$ cat src/rtl/drv_sleep_pkg.sv
package drv_sleep_pkg;
  typedef enum logic [1:0] {
    PS_RUN    = 2'd0,
    PS_SLEEP  = 2'd1,
    PS_SETTLE = 2'd2
  } pwr_state_e;
endpackage

$ cat src/rtl/drv_rst_sync.sv
module drv_rst_sync #(
  parameter int STAGES = 2
) (
  input  logic clk,
  input  logic rst_n,
  output logic rst_n_sync
);
  logic [STAGES-1:0] pipe_q;

  always_ff @(posedge clk or negedge rst_n) begin
    if (!rst_n) pipe_q <= '0;
    else        pipe_q <= {pipe_q[STAGES-2:0], 1'b1};
  end

  assign rst_n_sync = pipe_q[STAGES-1];
endmodule

$ cat src/rtl/drv_ctrl_reg.sv
module drv_ctrl_reg #(
  parameter int ADDR_W    = 4,
  parameter int DATA_W    = 8,
  parameter int CTRL_ADDR = 3,
  parameter int SLEEP_BIT = 7
) (
  input  logic              clk,
  input  logic              rst_n,
  input  logic              wr_en,
  input  logic [ADDR_W-1:0] wr_addr,
  input  logic [DATA_W-1:0] wr_data,
  input  logic              clr_eff,
  input  logic              in_sleep,
  output logic [DATA_W-1:0] ctrl_q,
  output logic              sleep_req
);
  localparam logic [ADDR_W-1:0] HIT_ADDR = ADDR_W'(CTRL_ADDR);

  logic              wr_hit;
  logic              reg_en;
  logic [DATA_W-1:0] reg_d;

  assign wr_hit = wr_en && (wr_addr == HIT_ADDR);

  always_comb begin
    reg_en = 1'b0;
    reg_d  = ctrl_q;
    if (clr_eff) begin
      reg_en = 1'b1;
      reg_d  = '0;
    end else if (wr_hit) begin
      reg_en = 1'b1;
      reg_d  = wr_data;
    end
  end

  always_ff @(posedge clk or negedge rst_n) begin
    if (!rst_n)      ctrl_q <= '0;
    else if (reg_en) ctrl_q <= reg_d;
  end

  assign sleep_req = ctrl_q[SLEEP_BIT];

  p_kept_in_sleep_r9: assert property (@(posedge clk) disable iff (!rst_n)
    (in_sleep && !wr_hit) |=> $stable(ctrl_q));
  p_clr_wins_r10: assert property (@(posedge clk) disable iff (!rst_n)
    clr_eff |=> (ctrl_q == '0));
  p_foreign_addr_r11: assert property (@(posedge clk) disable iff (!rst_n)
    (wr_en && !wr_hit && !clr_eff) |=> $stable(ctrl_q));
endmodule

$ cat src/rtl/drv_pwr_fsm.sv
module drv_pwr_fsm
  import drv_sleep_pkg::*;
#(
  parameter int CNT_W = 16
) (
  input  logic             clk,
  input  logic             rst_n,
  input  logic             sleep_req,
  input  logic [CNT_W-1:0] settle_cycles,
  output pwr_state_e       state_q
);
  pwr_state_e       state_d;
  logic [CNT_W-1:0] cnt_q;
  logic [CNT_W-1:0] cnt_d;
  logic             cnt_en;

  always_comb begin
    state_d = state_q;
    cnt_d   = cnt_q;
    cnt_en  = 1'b0;
    case (state_q)
      PS_RUN: begin
        if (sleep_req) state_d = PS_SLEEP;
      end
      PS_SLEEP: begin
        if (!sleep_req) begin
          state_d = PS_SETTLE;
          cnt_d   = settle_cycles;
          cnt_en  = 1'b1;
        end
      end
      PS_SETTLE: begin
        if (sleep_req) begin
          state_d = PS_SLEEP;
        end else if (cnt_q == '0) begin
          state_d = PS_RUN;
        end else begin
          cnt_d  = cnt_q - 1'b1;
          cnt_en = 1'b1;
        end
      end
      default: state_d = PS_RUN;
    endcase
  end

  always_ff @(posedge clk or negedge rst_n) begin
    if (!rst_n) begin
      state_q <= PS_RUN;
      cnt_q   <= '0;
    end else begin
      state_q <= state_d;
      if (cnt_en) cnt_q <= cnt_d;
    end
  end

  p_settle_hold_r7: assert property (@(posedge clk) disable iff (!rst_n)
    (state_q == PS_SETTLE && !sleep_req && cnt_q != '0) |=> (state_q == PS_SETTLE));
  p_settle_count_r7: assert property (@(posedge clk) disable iff (!rst_n)
    (state_q == PS_SETTLE && !sleep_req && cnt_q != '0) |=> (cnt_q == $past(cnt_q) - 1'b1));
  p_resleep_r8: assert property (@(posedge clk) disable iff (!rst_n)
    (state_q == PS_SETTLE && sleep_req) |=> (state_q == PS_SLEEP));
  p_sleep_entry_r2: assert property (@(posedge clk) disable iff (!rst_n)
    (state_q == PS_RUN && sleep_req) |=> (state_q == PS_SLEEP));
endmodule

$ cat src/rtl/drv_step_gate.sv
module drv_step_gate
  import drv_sleep_pkg::*;
(
  input  logic       clk,
  input  logic       rst_n,
  input  pwr_state_e state,
  input  logic       step_i,
  input  logic       dir_i,
  input  logic       rej_clr,
  input  logic       clr_eff,
  output logic       step_o,
  output logic       dir_q,
  output logic       rej_q
);
  logic run;
  logic rej_set;
  logic rej_en;
  logic rej_d;

  assign run     = (state == PS_RUN);
  assign step_o  = step_i & run;
  assign rej_set = step_i & ~run;

  always_comb begin
    rej_en = 1'b0;
    rej_d  = rej_q;
    if (rej_set) begin
      rej_en = 1'b1;
      rej_d  = 1'b1;
    end else if (rej_clr || clr_eff) begin
      rej_en = 1'b1;
      rej_d  = 1'b0;
    end
  end

  always_ff @(posedge clk or negedge rst_n) begin
    if (!rst_n) begin
      dir_q <= 1'b0;
      rej_q <= 1'b0;
    end else begin
      if (run)    dir_q <= dir_i;
      if (rej_en) rej_q <= rej_d;
    end
  end

  p_no_step_barred_r5: assert property (@(posedge clk) disable iff (!rst_n)
    (state != PS_RUN) |-> !step_o);
  p_dir_hold_r5: assert property (@(posedge clk) disable iff (!rst_n)
    (state != PS_RUN) |=> $stable(dir_q));
  p_reject_set_r6: assert property (@(posedge clk) disable iff (!rst_n)
    (step_i && state != PS_RUN) |=> rej_q);
  p_reject_sticky_r6: assert property (@(posedge clk) disable iff (!rst_n)
    (rej_q && !rej_clr && !clr_eff) |=> rej_q);
endmodule

$ cat src/rtl/drv_sleep_sequencer.sv
module drv_sleep_sequencer
  import drv_sleep_pkg::*;
#(
  parameter int ADDR_W    = 4,
  parameter int DATA_W    = 8,
  parameter int CNT_W     = 16,
  parameter int CTRL_ADDR = 3,
  parameter int SLEEP_BIT = 7,
  parameter int SYNC_STG  = 2
) (
  input  logic              clk,
  input  logic              rst_n,
  input  logic              wr_en_i,
  input  logic [ADDR_W-1:0] wr_addr_i,
  input  logic [DATA_W-1:0] wr_data_i,
  input  logic              hard_clr_i,
  input  logic [CNT_W-1:0]  settle_cycles_i,
  input  logic              spi_busy_i,
  input  logic              step_i,
  input  logic              dir_i,
  input  logic              drv_en_i,
  input  logic              rej_clr_i,
  output logic              step_o,
  output logic              dir_o,
  output logic              stage_en_o,
  output logic              core_clk_en_o,
  output logic              step_rejected_o,
  output logic [1:0]        pwr_state_o,
  output logic [DATA_W-1:0] ctrl_o
);
  logic       rst_n_int;
  logic       sleep_req;
  logic       in_sleep;
  logic       clr_eff;
  pwr_state_e state;

  drv_rst_sync #(.STAGES(SYNC_STG)) u_rst (
    .clk        (clk),
    .rst_n      (rst_n),
    .rst_n_sync (rst_n_int)
  );

  assign in_sleep = (state == PS_SLEEP);
  assign clr_eff  = hard_clr_i & ~in_sleep;

  drv_ctrl_reg #(
    .ADDR_W(ADDR_W), .DATA_W(DATA_W), .CTRL_ADDR(CTRL_ADDR), .SLEEP_BIT(SLEEP_BIT)
  ) u_ctrl (
    .clk       (clk),
    .rst_n     (rst_n_int),
    .wr_en     (wr_en_i),
    .wr_addr   (wr_addr_i),
    .wr_data   (wr_data_i),
    .clr_eff   (clr_eff),
    .in_sleep  (in_sleep),
    .ctrl_q    (ctrl_o),
    .sleep_req (sleep_req)
  );

  drv_pwr_fsm #(.CNT_W(CNT_W)) u_fsm (
    .clk           (clk),
    .rst_n         (rst_n_int),
    .sleep_req     (sleep_req),
    .settle_cycles (settle_cycles_i),
    .state_q       (state)
  );

  drv_step_gate u_gate (
    .clk     (clk),
    .rst_n   (rst_n_int),
    .state   (state),
    .step_i  (step_i),
    .dir_i   (dir_i),
    .rej_clr (rej_clr_i),
    .clr_eff (clr_eff),
    .step_o  (step_o),
    .dir_q   (dir_o),
    .rej_q   (step_rejected_o)
  );

  assign stage_en_o      = drv_en_i & (state == PS_RUN);
  assign core_clk_en_o   = ~in_sleep | spi_busy_i;
  assign pwr_state_o     = 2'(state);

  p_hiz_when_idle_r3: assert property (@(posedge clk) disable iff (!rst_n_int)
    (pwr_state_o != 2'd0) |-> !stage_en_o);
  p_clk_gated_r4: assert property (@(posedge clk) disable iff (!rst_n_int)
    (pwr_state_o == 2'd1 && !spi_busy_i) |-> !core_clk_en_o);
  p_clk_live_r4: assert property (@(posedge clk) disable iff (!rst_n_int)
    (pwr_state_o != 2'd1) |-> core_clk_en_o);
endmodule

$ cat config.mk
export PLATFORM = sky130hd
export DESIGN_NAME = drv_sleep_sequencer
export DESIGN_NICKNAME = d
export VERILOG_FILES = /design/src/rtl/drv_sleep_pkg.sv /design/src/rtl/drv_rst_sync.sv /design/src/rtl/drv_ctrl_reg.sv /design/src/rtl/drv_pwr_fsm.sv /design/src/rtl/drv_step_gate.sv /design/src/rtl/drv_sleep_sequencer.sv
export SDC_FILE = /design/constraint.sdc
export NUM_CORES = 1
export LEC_CHECK = 0
export ABC_AREA = 1
export BUFFER_PORTS_ARGS = -buffer_cell sky130_fd_sc_hd__buf_4
export CAP_MARGIN = 20
export CORE_ASPECT_RATIO = 1.75
export CORE_MARGIN = 5
export CORE_UTILIZATION = 34
export DETAILED_ROUTE_END_ITERATION = 10
export PLACE_DENSITY = 0.68
export SYNTH_ARGS = -nofsm -noshare
export SYNTH_HDL_FRONTEND = slang
export SYNTH_SLANG_ARGS = --single-unit
$ cat constraint.sdc
create_clock -name clk -period 1.78 [get_ports clk]
set_input_delay 0.534 -clock clk [delete_from_list [all_inputs] [get_ports clk]]
set_output_delay 0.534 -clock clk [all_outputs]
set_load 0.02 [all_outputs]
==> results, run 1 <==
- The first global-routing pass estimated 8190 um of wire.
- The relative contribution of sequential cells to total power is 27.3%.
- In this run the clock root is driven by a sky130_fd_sc_hd__clkbuf_8.
- 52 I/O pins were placed.
- The count of nets left with antenna violations after detail routing is 0.
- The maximum buffer depth of the clock tree is 2.
- The post-route minimum period is 1820 ps.
- The cell count of the worst reg-to-reg path is 9.
- For this run, the total global-route usage over all layers was measured as 14.72%.
- sky130_fd_sc_hd__dfrtp_1 takes more of the synthesized area than any other cell.
- The checks that failed: negative setup slack.
- The clock transition at the register clock pins on the worst setup and hold paths after CTS is 70 ps.
- Once detailed placement completed, the half-perimeter wirelength came to 3759 um.
- The switching power is 1.905 mW.
- The non-filler instance count after layout is 422.
- For this run the aggregate overflow at the end of global routing stands at 0.
- Dividing the synthesized area by the synthesized cell count gives 6.879 um^2.
- The initial cell density of the core is 34.43%.
- The H-tree generated during clock tree synthesis spans 2 levels.
- In this run, the number of DRC markers left after iteration 0 of detailed routing was 31.
- Once layout is done, the placed cells without fillers occupy 2616 um^2.
- The detailed-route wire length per cell is 11.48 um.
- The total negative slack for setup checks is -40.27 ps.
- The part of the Yosys area used for sequential elements is 39.68%.
- The detailed router put a total of 1774 um of wire on met1.
- After layout, the worst path uses 102.3% of the clock period.
- The die extent in y is 108.7 um.
- The static power due to leakage is 1.434 nW.
- The number of search-and-repair iterations in the first detailed-routing pass is 4.
- The via count of the first global-routing pass came to 1881.
- Synthesis produced a netlist whose cell count is 275.
- The number of antenna diodes in the final layout is 0.
- Of the cells placed in the final design, the portion with a size suffix greater than 1 is 26.88%.
- The number of rows in the core area is 36.
- The clock latency at the later pin of the worst-skew pair is 280 ps.
- The part of the total power dissipated in the clock network is 13.9%.
- The fraction of power consumed by combinational cells is 58.8%.
- In this run the top signal layer used is met4.
- The number of synthesis warnings is 0.
- The net switching share of the total power is 45.47%.
- The max-cap check violation count is 0.
- From synthesis to final layout, the design area changed by 38.29%.
- VDD sags by at most 946.1 uV.
- The worst endpoint required time is 1250 ps.
- Input and output buffers added on the ports amount to 51.
- In the routed layout, each cell is associated on average with a via count of 4.393.
- The element type at the critical path start is a flop.
- The routed layout has 1854 vias.
- The post-synthesis instance area is 1892 um^2.
- The worst hold path class is in2async.
- In the detailed route, the total length drawn on met3 is 302 um.
- The count of final setup violators is 1.
- The number of hold buffers added after CTS was 0.
- The max-slew violation count is 0.
- The number of placed instances, taps included, is 406.
- The startpoint identified for the worst register-to-register timing path is u_fsm.state_q[0].
- The final wirelength is 4844 um.
- The number of fillers in the final layout is 578.
- The power density over the cells is 1601 nW/um^2.
- The die is 66.39 um wide.
- The total die area is 7214 um^2.
- The critical path is of the reg2out type.
- The worst-path maximum fanout is 3.
- The fraction of synthesized cell area taken by the top area cell type is 39.68%.
- The critical path launch point is u_fsm.state_q[1].
- After the last flow step, the layout net total stands at 388.
- The initial antenna violation count was 0.
- At the end of routability-driven placement, the weighted congestion stood at 0.7971.
- Setup repair after global routing could not meet its margin everywhere.
- The clock tree from TritonCTS is built.
- The final worst-path setup slack is -40.27 ps.
- The clock net in this run drives a total of 30 sinks.
- The final-report hold violation count came to 0.
- In this run, synthesis produced a sequential element count of 30.
- Entering global routing, the biggest net connects 29 pins.
- The post-route DRC violation count is 0.
- Internal power comes to 2.284 mW.
- The worst setup path is captured at an output port.
- The signal arrival time at the worst endpoint is 1290 ps.
- In this run, distinct cell masters in the synthesized netlist total 26.
- The run finished, with violations left.
- The total CTS buffers is 5.
- The standard cell core area is 5495 um^2.
- The worst clock skew is 6.546 ps.
- By area the synthesized netlist is led by sky130_fd_sc_hd__dfrtp_1 40%, sky130_fd_sc_hd__nand2_1 23%, sky130_fd_sc_hd__nand3_1 6.3%, sky130_fd_sc_hd__inv_1 6.3%, sky130_fd_sc_hd__o21ai_0 4.5%.
- The met2 layer wire length in the routed design is 2665 um.
- Static timing analysis puts the maximum clock frequency at 549.4 MHz.
- Once placement finished, the instance area stood at 2402 um^2.
- Counting every net in the synthesized netlist gives 318.
power by group through the flow:
| stage | sequential, mW | combinational [mW] | clock (mW) |
|---|---|---|---|
| after global routing | 1.18 | 2.80 | 0.636 |
| after global placement | 1.14 | 2.16 | 0 |
| after floorplan | 1.17 | 1.55 | 0 |
| after detailed placement | 1.15 | 2.20 | 0 |
| final | 1.14 | 2.46 | 0.584 |
| after CTS | 1.14 | 2.38 | 0.604 |
final timing paths:
path	to	slack [ps]
setup / recovery	core_clk_en_o	-40
hold / removal	u_rst.pipe_q[1]	20
setup reg to reg	u_fsm.cnt_q[13]	170
hold reg to reg	u_fsm.cnt_q[5]	240
max in group asynchronous	u_fsm.cnt_q[11]	1250
min in group clk	u_rst.pipe_q[1]	360
per-stage QoR:
stage	utilization, %	setup slack (ps)	total power [mW]	hold WS, ps
final	47.61	-40.27	4.188	19.63
after detailed placement	43.72	-17.28	3.350	257.3
after global routing	47.61	-85.02	4.613	5.399
after CTS	46.90	-50.27	4.125	9.403
after floorplan	-	82.00	2.721	238.4
after global placement	43.72	46.32	3.304	258.8
synth_stat cells:
master and n:
sky130_fd_sc_hd__nand2_1 114, sky130_fd_sc_hd__inv_1 32, sky130_fd_sc_hd__dfrtp_1 30, sky130_fd_sc_hd__nand3_1 24, sky130_fd_sc_hd__nor2_1 21, sky130_fd_sc_hd__o21ai_0 17
sky130_fd_sc_hd__a21oi_1 6, sky130_fd_sc_hd__ha_1 6, sky130_fd_sc_hd__or2_2 4, sky130_fd_sc_hd__buf_4 2, sky130_fd_sc_hd__clkbuf_1 2, sky130_fd_sc_hd__nand2_2 2
sky130_fd_sc_hd__nand2_4 2, sky130_fd_sc_hd__a21boi_2 1, sky130_fd_sc_hd__a32o_1 1, sky130_fd_sc_hd__buf_2 1, sky130_fd_sc_hd__buf_8 1, sky130_fd_sc_hd__conb_1 1
sky130_fd_sc_hd__mux2i_1 1, sky130_fd_sc_hd__nand2_8 1, sky130_fd_sc_hd__nand3b_1 1, sky130_fd_sc_hd__nor2_2 1, sky130_fd_sc_hd__nor2_4 1, sky130_fd_sc_hd__nor3_1 1
sky130_fd_sc_hd__o211ai_1 1, sky130_fd_sc_hd__xor2_1 1
critical path, cell delays in order (launching register included):
cell and delay (ps):
sky130_fd_sc_hd__dfrtp_1 390, sky130_fd_sc_hd__inv_2 90, sky130_fd_sc_hd__ha_4 140, sky130_fd_sc_hd__inv_2 40
sky130_fd_sc_hd__or2_4 220, sky130_fd_sc_hd__buf_6 130
registers in the layout, indices dropped and copies added, names as in the netlist:
name and cells:
u_fsm.state_q 2, u_ctrl.ctrl_q 8, u_fsm.cnt_q 16, u_rst.pipe_q 2, u_gate.rej_q 1, u_gate.dir_q 1
placed cells by master (no fill, tap or decap), drive strengths merged:
cell,count
nand2,119
buf,69
inv,32
dfrtp,30
nand3,24
nor2,23
o21ai,17
a21oi,6
clkbuf,6
ha,6
or2,4
nand3b,1
a21boi,1
a32o,1
nor3,1
o211ai,1
xor2,1
mux2i,1
clkinv,1
clkinvlp,1
conb,1
cell type report:
type                    instances  area, um^2  area share [%]
clock inverters                 2       12.51          0.4782
clock buffers                   6       82.58           3.156
well taps                      76       95.09           3.635
inverters                      32       120.1           4.591
flip-flops and latches         30       750.7           28.69
repair buffers                 69       541.8           20.71
multi-input cells             207        1013           38.74
repair_timing:
item,4_1_cts,5_1_grt
pin swaps,0,1
setup buffers,5,3
resized for setup,10,1
endpoints found under the setup margin,16,16
cloned,0,0
cell families (layout without fill, tap and decap cells):
| family | count (synthesis) | count (layout) | synth area share, % |
|---|---|---|---|
| other | 1 | 1 | 0.1982 |
| DFF | 30 | 30 | 39.68 |
| buffers and inverters | 38 | 109 | 8.598 |
| adders and majority gates | 6 | 6 | 3.968 |
| and+or+nand+nor | 172 | 172 | 38.96 |
| muxes | 1 | 1 | 0.5291 |
| AOI/OAI and AO/OA | 26 | 26 | 7.606 |
| xor gates and xnor gates | 1 | 1 | 0.4630 |
layer usage:
layer | track usage (%) | vias to the layer above
met4 | 7.849 | 0
met5 | 0 | -
met1 | 14.41 | 814
met2 | 27.43 | 47
met3 | 3.608 | 8
li1 | - | 985
Power figures use the tool's default switching activity.
==> inputs of run 2 (changes only) <==
- PLACE_DENSITY: 0.68 -> 0.67
- SYNTH_HIERARCHICAL: not set -> 1
==> run 2 against run 1 <==
The run now ends clean. Synthesized cell count increased by 11%. Cell count increased by 6.2%. Area after synthesis increased by 8.6%. Die area increased by 7.5%. Sequential share of layout area decreased by 0.76 points. Critical path depth unchanged. Global-route usage increased by 1.0 points. Clock skew increased by 4.0 ps. Wire length increased by 15%. Critical endpoint is now stage_en_o. Largest cell class unchanged.
==> results, run 2 <==
- The final weighted congestion in routability-driven placement is 0.8663 (+8.7%).
- From synthesis to final layout, the design area changed by 31.24%.
- The cell count of the worst reg-to-reg path is 10 (+1).
- The final design instance area without fill came to 2696 um^2 (+3.1%).
- The vias per cell is 4.824 (+9.8%).
- The mean instance size in the synthesized netlist is 6.736 um^2 (-2.1%).
- The flip-flop count of the largest register, all copies and words added is 16 (unchanged).
- The width of the die was 68.76 um (+3.6%).
- The clock latency at the later pin of the worst-skew pair was 290 ps (about the same).
- The number of distinct library cells after synthesis came to 31 (+19%).
- The total die area is 7758 um^2 (+7.5%).
- The final wirelength was 5583 um (+15%).
- The total global-route track usage was 15.75% (+1.0 points).
- The static power due to leakage is 1.498 nW (+4.5%).
- The relative contribution of sequential cells to total power is 26.2% (-1.1 points).
- The initial antenna violation count came to 0 (unchanged).
- The worst endpoint required time was 1250 ps (about the same).
- The fraction of final layout cells with drive strength greater than 1 was 26.22% (-0.66 points).
- Yosys instantiated no cell more often than sky130_fd_sc_hd__nand2_1.
- The flip-flop and latch count after synthesis is 30 (unchanged).
- The I/O pin count is 52 (unchanged).
- The final hold slack came to 25.51 ps (+5.881 ps).
- The critical path class is reg2out.
- The leading area contributor after synthesis is sky130_fd_sc_hd__dfrtp_1.
- The via count of the first global-routing pass was 2062 (+9.6%).
- The via count of the routed design is 2161 (+17%).
- The standard cell core area is 5879 um^2 (+7.0%).
- The quantity of I/O buffers inserted on ports is 51 (unchanged).
- By area the synthesized netlist is led by sky130_fd_sc_hd__dfrtp_1 37%, sky130_fd_sc_hd__nand2_1 23%, sky130_fd_sc_hd__nand3_1 7.6%, sky130_fd_sc_hd__nor2_1 6.4%, sky130_fd_sc_hd__inv_1 4.4%.
- The synthesized netlist cell count is 305 (+11%).
- The first-iteration detailed-routing DRC count came to 74 (+140%).
- The fraction of synthesized cell area taken by the top area cell type is 36.54% (-3.1 points).
- The worst clock skew is 10.59 ps (+4.044 ps).
- Leaving out fill and tap cells, the most frequent cell in the layout is sky130_fd_sc_hd__nand2_1.
- The min-delay analysis places its worst path in the category in2async.
- The max-slew violation count is 0 (unchanged).
- The fmax was 589.0 MHz (+7.2%).
- The first-pass GRT wire length came to 9418 um (+15%).
- The internal power is 2.170 mW (-5.0%).
- The net switching share of the total power is 51.41% (+5.9 points).
- The setup slack after placement is -7.084 ps (+10.19 ps).
- The detailed-route wire length per cell is 12.46 um (+8.6%).
- The TritonCTS sink count is 30 (unchanged).
- The post-route clock period utilization was 95.37% (-6.9 points).
- The number of rows in the core area was 37 (+2.8%).
- The post-synthesis instance area came to 2054 um^2 (+8.6%).
- In the layout the commonest cells are 123 x sky130_fd_sc_hd__nand2_1, 60 x sky130_fd_sc_hd__buf_4, 31 x sky130_fd_sc_hd__nor2_1, 31 x sky130_fd_sc_hd__nand3_1, 28 x sky130_fd_sc_hd__dfrtp_1.
- The number of synthesized flops with an enable pin is 0 (unchanged).
- The number of nets in the synthesized netlist came to 348 (+9.4%).
- The maximum buffer depth of the clock tree came to 2 (unchanged).
- The peak supply drop came to 932.3 uV (-1.5%).
- The signal arrival time at the worst endpoint is 1160 ps (-130 ps).
- The H-tree depth reported by CTS was 2 (unchanged).
- Ranked by instance count, the synthesized netlist is headed by 124 x sky130_fd_sc_hd__nand2_1, 35 x sky130_fd_sc_hd__nor2_1, 31 x sky130_fd_sc_hd__nand3_1.
- The total negative slack for setup checks is 0 ps (+40.27 ps).
- The quantity of hold-fixing buffers added after cts is 0 (unchanged).
- The worst setup path is launched from a flop.
- The total CTS buffers was 5 (unchanged).
- The count of nets left with antenna violations after detail routing came to 0 (unchanged).
- The flow ran to the end, and the final reports show no timing, DRC or antenna violations.
- The max-cap check violation count was 0 (unchanged).
- The placed instance area is 2560 um^2 (+6.6%).
- The leading register cell type out of synthesis is sky130_fd_sc_hd__dfrtp_1.
- The part of the total power dissipated in the clock network is 12.0% (-1.9 points).
- TritonCTS built the clock tree.
- The worst-path maximum fanout was 7 (+4).
- The number of synthesis warnings came to 6 (+6).
- The detailed-placement wirelength estimate came to 4181 um (+11%).
- The worst setup path is captured at an output port.
- The switching power is 2.296 mW (+21%).
- More flip-flops sit in one register than any other, and that register is u_fsm/cnt_q.
- The fraction of power consumed by combinational cells is 61.8% (+3.0 points).
- The part of the Yosys area used for sequential elements was 36.54% (-3.1 points).
- The overflow left after global routing is 0 (unchanged).
- The root buffer cell chosen for the clock tree is sky130_fd_sc_hd__clkbuf_8.
- The largest registers in the layout are u_fsm/cnt_q: 16 flops, u_ctrl/ctrl_q: 8 flops.
- The maximum number of pins on one net before global-route repair is 29 (unchanged).
- Setup repair after global routing could not meet its margin everywhere.
- The final worst-path setup slack is 82.35 ps (+122.6 ps).
- The number of search-and-repair iterations in the first detailed-routing pass is 4 (unchanged).
- The number of nets in the finished design is 412 (+6.2%).
- The post-route minimum period is 1698 ps (-122.6 ps).
- The antenna diode instance count is 0 (unchanged).
- The proportion of register bits with asynchronous set or reset after synthesis is 100.0% (unchanged).
- The final-report hold violation count is 0 (unchanged).
- The die extent in y is 112.8 um (+3.8%).
- The count of final setup violators was 0 (-1).
- The initial cell density of the core is 34.94% (+0.52 points).
- The power density over the cells is 1656 nW/um^2 (+3.5%).
- The post-route DRC violation count is 0 (unchanged).
- The clock transition at the register clock pins on the worst setup and hold paths after CTS is 60 ps (about the same).
- The share of the core filled with cells came to 45.86% (-1.7 points).
==> run 2: cell count changes after synthesis, sizes merged, moves of 2 or more <==
cell    delta
o21bai     +2
nor2      +17
nand3      +9
nand2     +10
inv        -4
o21ai      -7
or2        -4
nand4      +9
==> run 2: worst paths after layout <==
path	start	endpoint	slack, ps
hold reg to reg	u_rst/pipe_q[1]	u_fsm/cnt_q[1]	230
min in group clk	u_rst/pipe_q[0]	u_rst/pipe_q[1]	350
setup reg to reg	u_fsm/cnt_q[0]	u_fsm/cnt_q[14]	130
max in group asynchronous	u_rst/pipe_q[1]	u_fsm/state_q[1]	1230
setup / recovery	u_fsm/state_q[1]	stage_en_o	80
hold / removal	rst_n	u_rst/pipe_q[1]	30
==> run 2: area by class of cell <==
type                            count  area, um^2
Clock inverter                      2       10.01
Tap cell                           78       97.59
Fill cell                         650        3183
Timing Repair Buffer               62       473.0
Multi-Input combinational cell    241        1181
Inverter                           29       108.9
Clock buffer                        6       72.57
Sequential cell                    30       753.2
==> run 2: logic make-up (layout without fill, tap and decap cells) <==
kind of cell / after synthesis / count (layout) / synth area share (%)
adders and majority gates: 6 / 6 / 3.654
AOI/OAI and AO/OA: 21 / 21 / 5.664
DFF: 30 / 30 / 36.54
buffers and inverters: 35 / 99 / 7.247
other: 1 / 1 / 0.1825
and+or+nand+nor: 212 / 213 / 46.71
==> run 2: routing by layer <==
layer / part of all wire [%] / vias up / global-route usage, %
met3: 4.6 / 8 / 3.277
li1: - / 1093 / -
met5: 0 / - / 0
met1: 39 / 1010 / 18.19
met4: 1.5 / 0 / 5.469
met2: 55 / 50 / 27.70
==> run 2: per-stage QoR <==
stage | cells | power (mW)
floorplan | 305 | 3.033
global placement | 436 | 3.721
detailed placement | 436 | 3.773
CTS | 444 | 4.329
global route | 448 | 4.946
finish | 448 | 4.466
==> run 2: repair_timing <==
item                                    4_1_cts  5_1_grt
endpoints found under the setup margin        1       18
cloned                                        0        1
buffers inserted                              0        3
pin swaps                                     0        4
gates resized for setup                       1        7
endpoints found under the hold margin         0        0
==> run 2: worst max-delay path: stages, from the launching register on <==
cell	delay, ps
sky130_fd_sc_hd__dfrtp_2	420
sky130_fd_sc_hd__buf_6	140
sky130_fd_sc_hd__inv_2	50
sky130_fd_sc_hd__nand2_1	40
sky130_fd_sc_hd__nor2_1	90
sky130_fd_sc_hd__buf_4	140
==> run 2: power groups by stage <==
stage / clock, mW / sequential, mW / combinational [mW]
final: 0.536 / 1.17 / 2.76
after global routing: 0.587 / 1.20 / 3.16
after CTS: 0.551 / 1.16 / 2.62
after detailed placement: 0 / 1.17 / 2.61
after global placement: 0 / 1.17 / 2.55
after floorplan: 0 / 1.22 / 1.81
==> inputs of run 3 (changes only) <==
- CORE_ASPECT_RATIO: 1.75 -> 1.25
- RECOVER_POWER: not set -> 100
==> run 3 against run 2 <==
Wire length shrank 6.6%. Hold slack gained 5.9 ps. Register-to-register slack gained 30 ps. Sequential share of layout area grew 0.61 points. First-iteration DRC count grew 11%. Via count shrank 2.4%.
==> results, run 3 (synthesis gave the netlist of run 2 again) <==
- The total global-route track usage is 14.22% (-1.5 points).
- The worst clock skew is 3.030 ps (-7.560 ps).
- The standard cell core area is 5857 um^2 (-0.38%).
- The fraction of final layout cells with drive strength greater than 1 is 21.14% (-5.1 points).
- The die extent in y is 96.91 um (-14%).
- The peak supply drop is 730.4 uV (-22%).
- The clock tree from TritonCTS is built.
- The signal arrival time at the worst endpoint was 1190 ps (+30 ps).
- The gate family responsible for the most delay along the worst path is flip-flops.
- Headroom to the max-slew limit came out at 44.68%.
- At the pin with the least slew margin, the transition time is 829.8 ps.
- The worst-path maximum fanout is 8 (+1).
- The post-route clock period utilization came to 96.69% (+1.3 points).
- The first-iteration detailed-routing DRC count came to 82 (+11%).
- The overall power consumption came to 4.358 mW (-2.4%).
- The initial antenna violation count was 0 (unchanged).
- The flip-flop count of the largest register, all copies and words added is 16 (unchanged).
- The part of the total power dissipated in the clock network is 11.8% (-0.2 points).
- In the layout the commonest cells are 124 x sky130_fd_sc_hd__nand2_1, 44 x sky130_fd_sc_hd__buf_4, 32 x sky130_fd_sc_hd__nor2_1.
- The H-tree depth reported by CTS came to 2 (unchanged).
- The power density over the cells was 1651 nW/um^2 (-0.29%).
- In the final layout, the registers with the most flip-flops are u_fsm/cnt_q: 16 flops, u_ctrl/ctrl_q: 8 flops.
- Leaving out fill and tap cells, the most frequent cell in the layout is sky130_fd_sc_hd__nand2_1.
- The register with the most flip-flops is u_fsm/cnt_q.
- The TritonCTS sink count came to 30 (unchanged).
- The count of nets left with antenna violations after detail routing is 0 (unchanged).
- The worst-path cell with the longest stage delay is sky130_fd_sc_hd__dfrtp_2.
- The switching power came to 2.229 mW (-2.9%).
- The maximum buffer depth of the clock tree is 2 (unchanged).
- The first-pass GRT wire length is 8942 um (-5.1%).
- The clock latency at the later pin of the worst-skew pair is 280 ps (about the same).
- The number of fillers in the final layout is 611 (-6.0%).
- The critical path goes through buf_6 -> inv_2 -> nand2_1 -> nor2_2 -> buf_6.
- The via count of the first global-routing pass came to 2096 (+1.6%).
- The critical path in this run is classified as reg2out.
- The final weighted congestion in routability-driven placement came to 0.8049 (-7.1%).
- The total die area is 7707 um^2 (-0.66%).
- The startpoint identified for the worst register-to-register timing path is u_fsm/cnt_q[0].
- The quantity of I/O buffers inserted on ports is 51 (unchanged).
- The overflow left after global routing was 0 (unchanged).
- The total negative slack for setup checks is 0 ps (unchanged).
- The max-cap check violation count came to 0 (unchanged).
- The count of final setup violators is 0 (unchanged).
- The post-route minimum period is 1721 ps (+23.47 ps).
- The final hold slack is 31.42 ps (+5.907 ps).
- The initial cell density of the core was 35.08% (+0.13 points).
- The antenna diode instance count is 0 (unchanged).
- The share of the core filled with cells is 45.05% (-0.81 points).
- The worst setup path is captured at an output port.
- The detailed-placement wirelength estimate came to 3930 um (-6.0%).
- The vias per cell came to 4.676 (-3.1%).
- The max-slew violation count is 0 (unchanged).
- The number of search-and-repair iterations in the first detailed-routing pass came to 4 (unchanged).
- The relative contribution of sequential cells to total power came to 26.3% (about the same).
- The cell occurring most often along the worst timing path is sky130_fd_sc_hd__buf_6.
- The final design instance area without fill is 2639 um^2 (-2.1%).
- The cell count of the worst reg-to-reg path is 10 (unchanged).
- The final wirelength came to 5216 um (-6.6%).
- The final-report hold violation count was 0 (unchanged).
- The worst setup slack for register-to-register paths was 160 ps (+30 ps).
- The clock transition at the register clock pins on the worst setup and hold paths after CTS is 60 ps (about the same).
- The element type at the critical path start is a flop.
- The placed instance area came to 2580 um^2 (+0.78%).
- The detailed-route wire length per cell is 11.57 um (-7.2%).
- The static power due to leakage came to 1.430 nW (-4.6%).
- The worst endpoint required time was 1250 ps (about the same).
- The critical path launch point is u_fsm/state_q[1].
- The I/O pin count is 52 (unchanged).
- The total buffers and inverters traversed by the critical path is 3 (unchanged).
- The area growth from synthesis to layout is 28.44%.
- The worst flop-to-flop path endpoint is u_fsm/cnt_q[15].
- The maximum cell stage delay along the critical path was 410 ps (about the same).
- The number of rows in the core area was 31 (-16%).
- The width of the die is 79.53 um (+16%).
- The run finished with clean final reports.
- The maximum number of pins on one net before global-route repair is 19 (-34%).
- The worst hold path class is in2async.
- The via count of the routed design was 2109 (-2.4%).
- The total CTS buffers was 5 (unchanged).
- The number of nets in the finished design was 412 (unchanged).
- The net switching share of the total power is 51.15% (-0.26 points).
- The fraction of power consumed by combinational cells was 61.9% (about the same).
- The fmax is 581.0 MHz (-1.4%).
- The post-route DRC violation count was 0 (unchanged).
- The internal power is 2.129 mW (-1.9%).
- The master cell of the clock root buffer is sky130_fd_sc_hd__clkbuf_8.
[run 3: cell types whose count changed in the layout (fill, tap and decap cells not counted), sizes merged]
| cell | change |
|---|---|
| buf | -16 |
| clkbuf | +18 |
| clkinv | -2 |
| nand2 | -1 |
[run 3: power by group through the flow]
stage / logic (mW) / registers, mW / clock network, mW
5_1_grt: 3.07 / 1.18 / 0.558
3_5_place_dp: 2.62 / 1.16 / 0
2_1_floorplan: 1.81 / 1.22 / 0
3_3_place_gp: 2.57 / 1.15 / 0
6_report: 2.70 / 1.15 / 0.515
4_1_cts: 2.65 / 1.14 / 0.537
[run 3: repair_timing]
| action | CTS | global route |
|---|---|---|
| endpoints found under the setup margin | 1 | 18 |
| gates cloned | 0 | 0 |
| gates resized for setup | 1 | 9 |
| buffers inserted | 0 | 2 |
| pin swaps | 0 | 4 |
| hold buffers | 0 | 0 |
[run 3: worst max-delay path by stage]
stage	depth (start not counted)	end
global placement	9	u_fsm/cnt_q[9]
floorplan	11	u_fsm/cnt_q[13]
finish	5	stage_en_o
detailed placement	9	u_fsm/cnt_q[13]
CTS	5	stage_en_o
global route	10	u_fsm/state_q[0]
[run 3: worst reg2reg max path, cell delays in order (launching register included)]
cell                      delay [ps]
sky130_fd_sc_hd__dfrtp_1         410
sky130_fd_sc_hd__inv_1            90
sky130_fd_sc_hd__ha_2            210
sky130_fd_sc_hd__nand2_2         120
sky130_fd_sc_hd__nor2_8          150
sky130_fd_sc_hd__nand3_4          90
sky130_fd_sc_hd__nand2_4          80
sky130_fd_sc_hd__nand2_4         120
sky130_fd_sc_hd__nand2_8         150
sky130_fd_sc_hd__nand2_1          70
sky130_fd_sc_hd__nand2_1          60
[run 3: per-layer routing]
layer  GRT usage, %  share of wire [%]  vias to the layer above
li1               -                  -                     1089
met1          17.14                 42                      958
met2          23.92                 51                       56
met3          3.903                5.7                        6
met4          4.894                1.2                        0
met5              0                  0                        -
[run 3: metrics by stage]
stage,setup WS [ps],std cells
after floorplan,38.57,305
after global placement,104.7,442
after detailed placement,5.177,442
after CTS,27.66,449
after global routing,-23.99,451
final,58.88,451
[run 3: cell type report]
type	instances	area, um^2	share of cell area, %
multi-input combinational	240	1174	44.48
sequential	30	753.2	28.54
timing repair buffer	63	421.7	15.98
inverter	29	111.4	4.220
tap	82	102.6	3.888
clock buffer	7	76.32	2.892
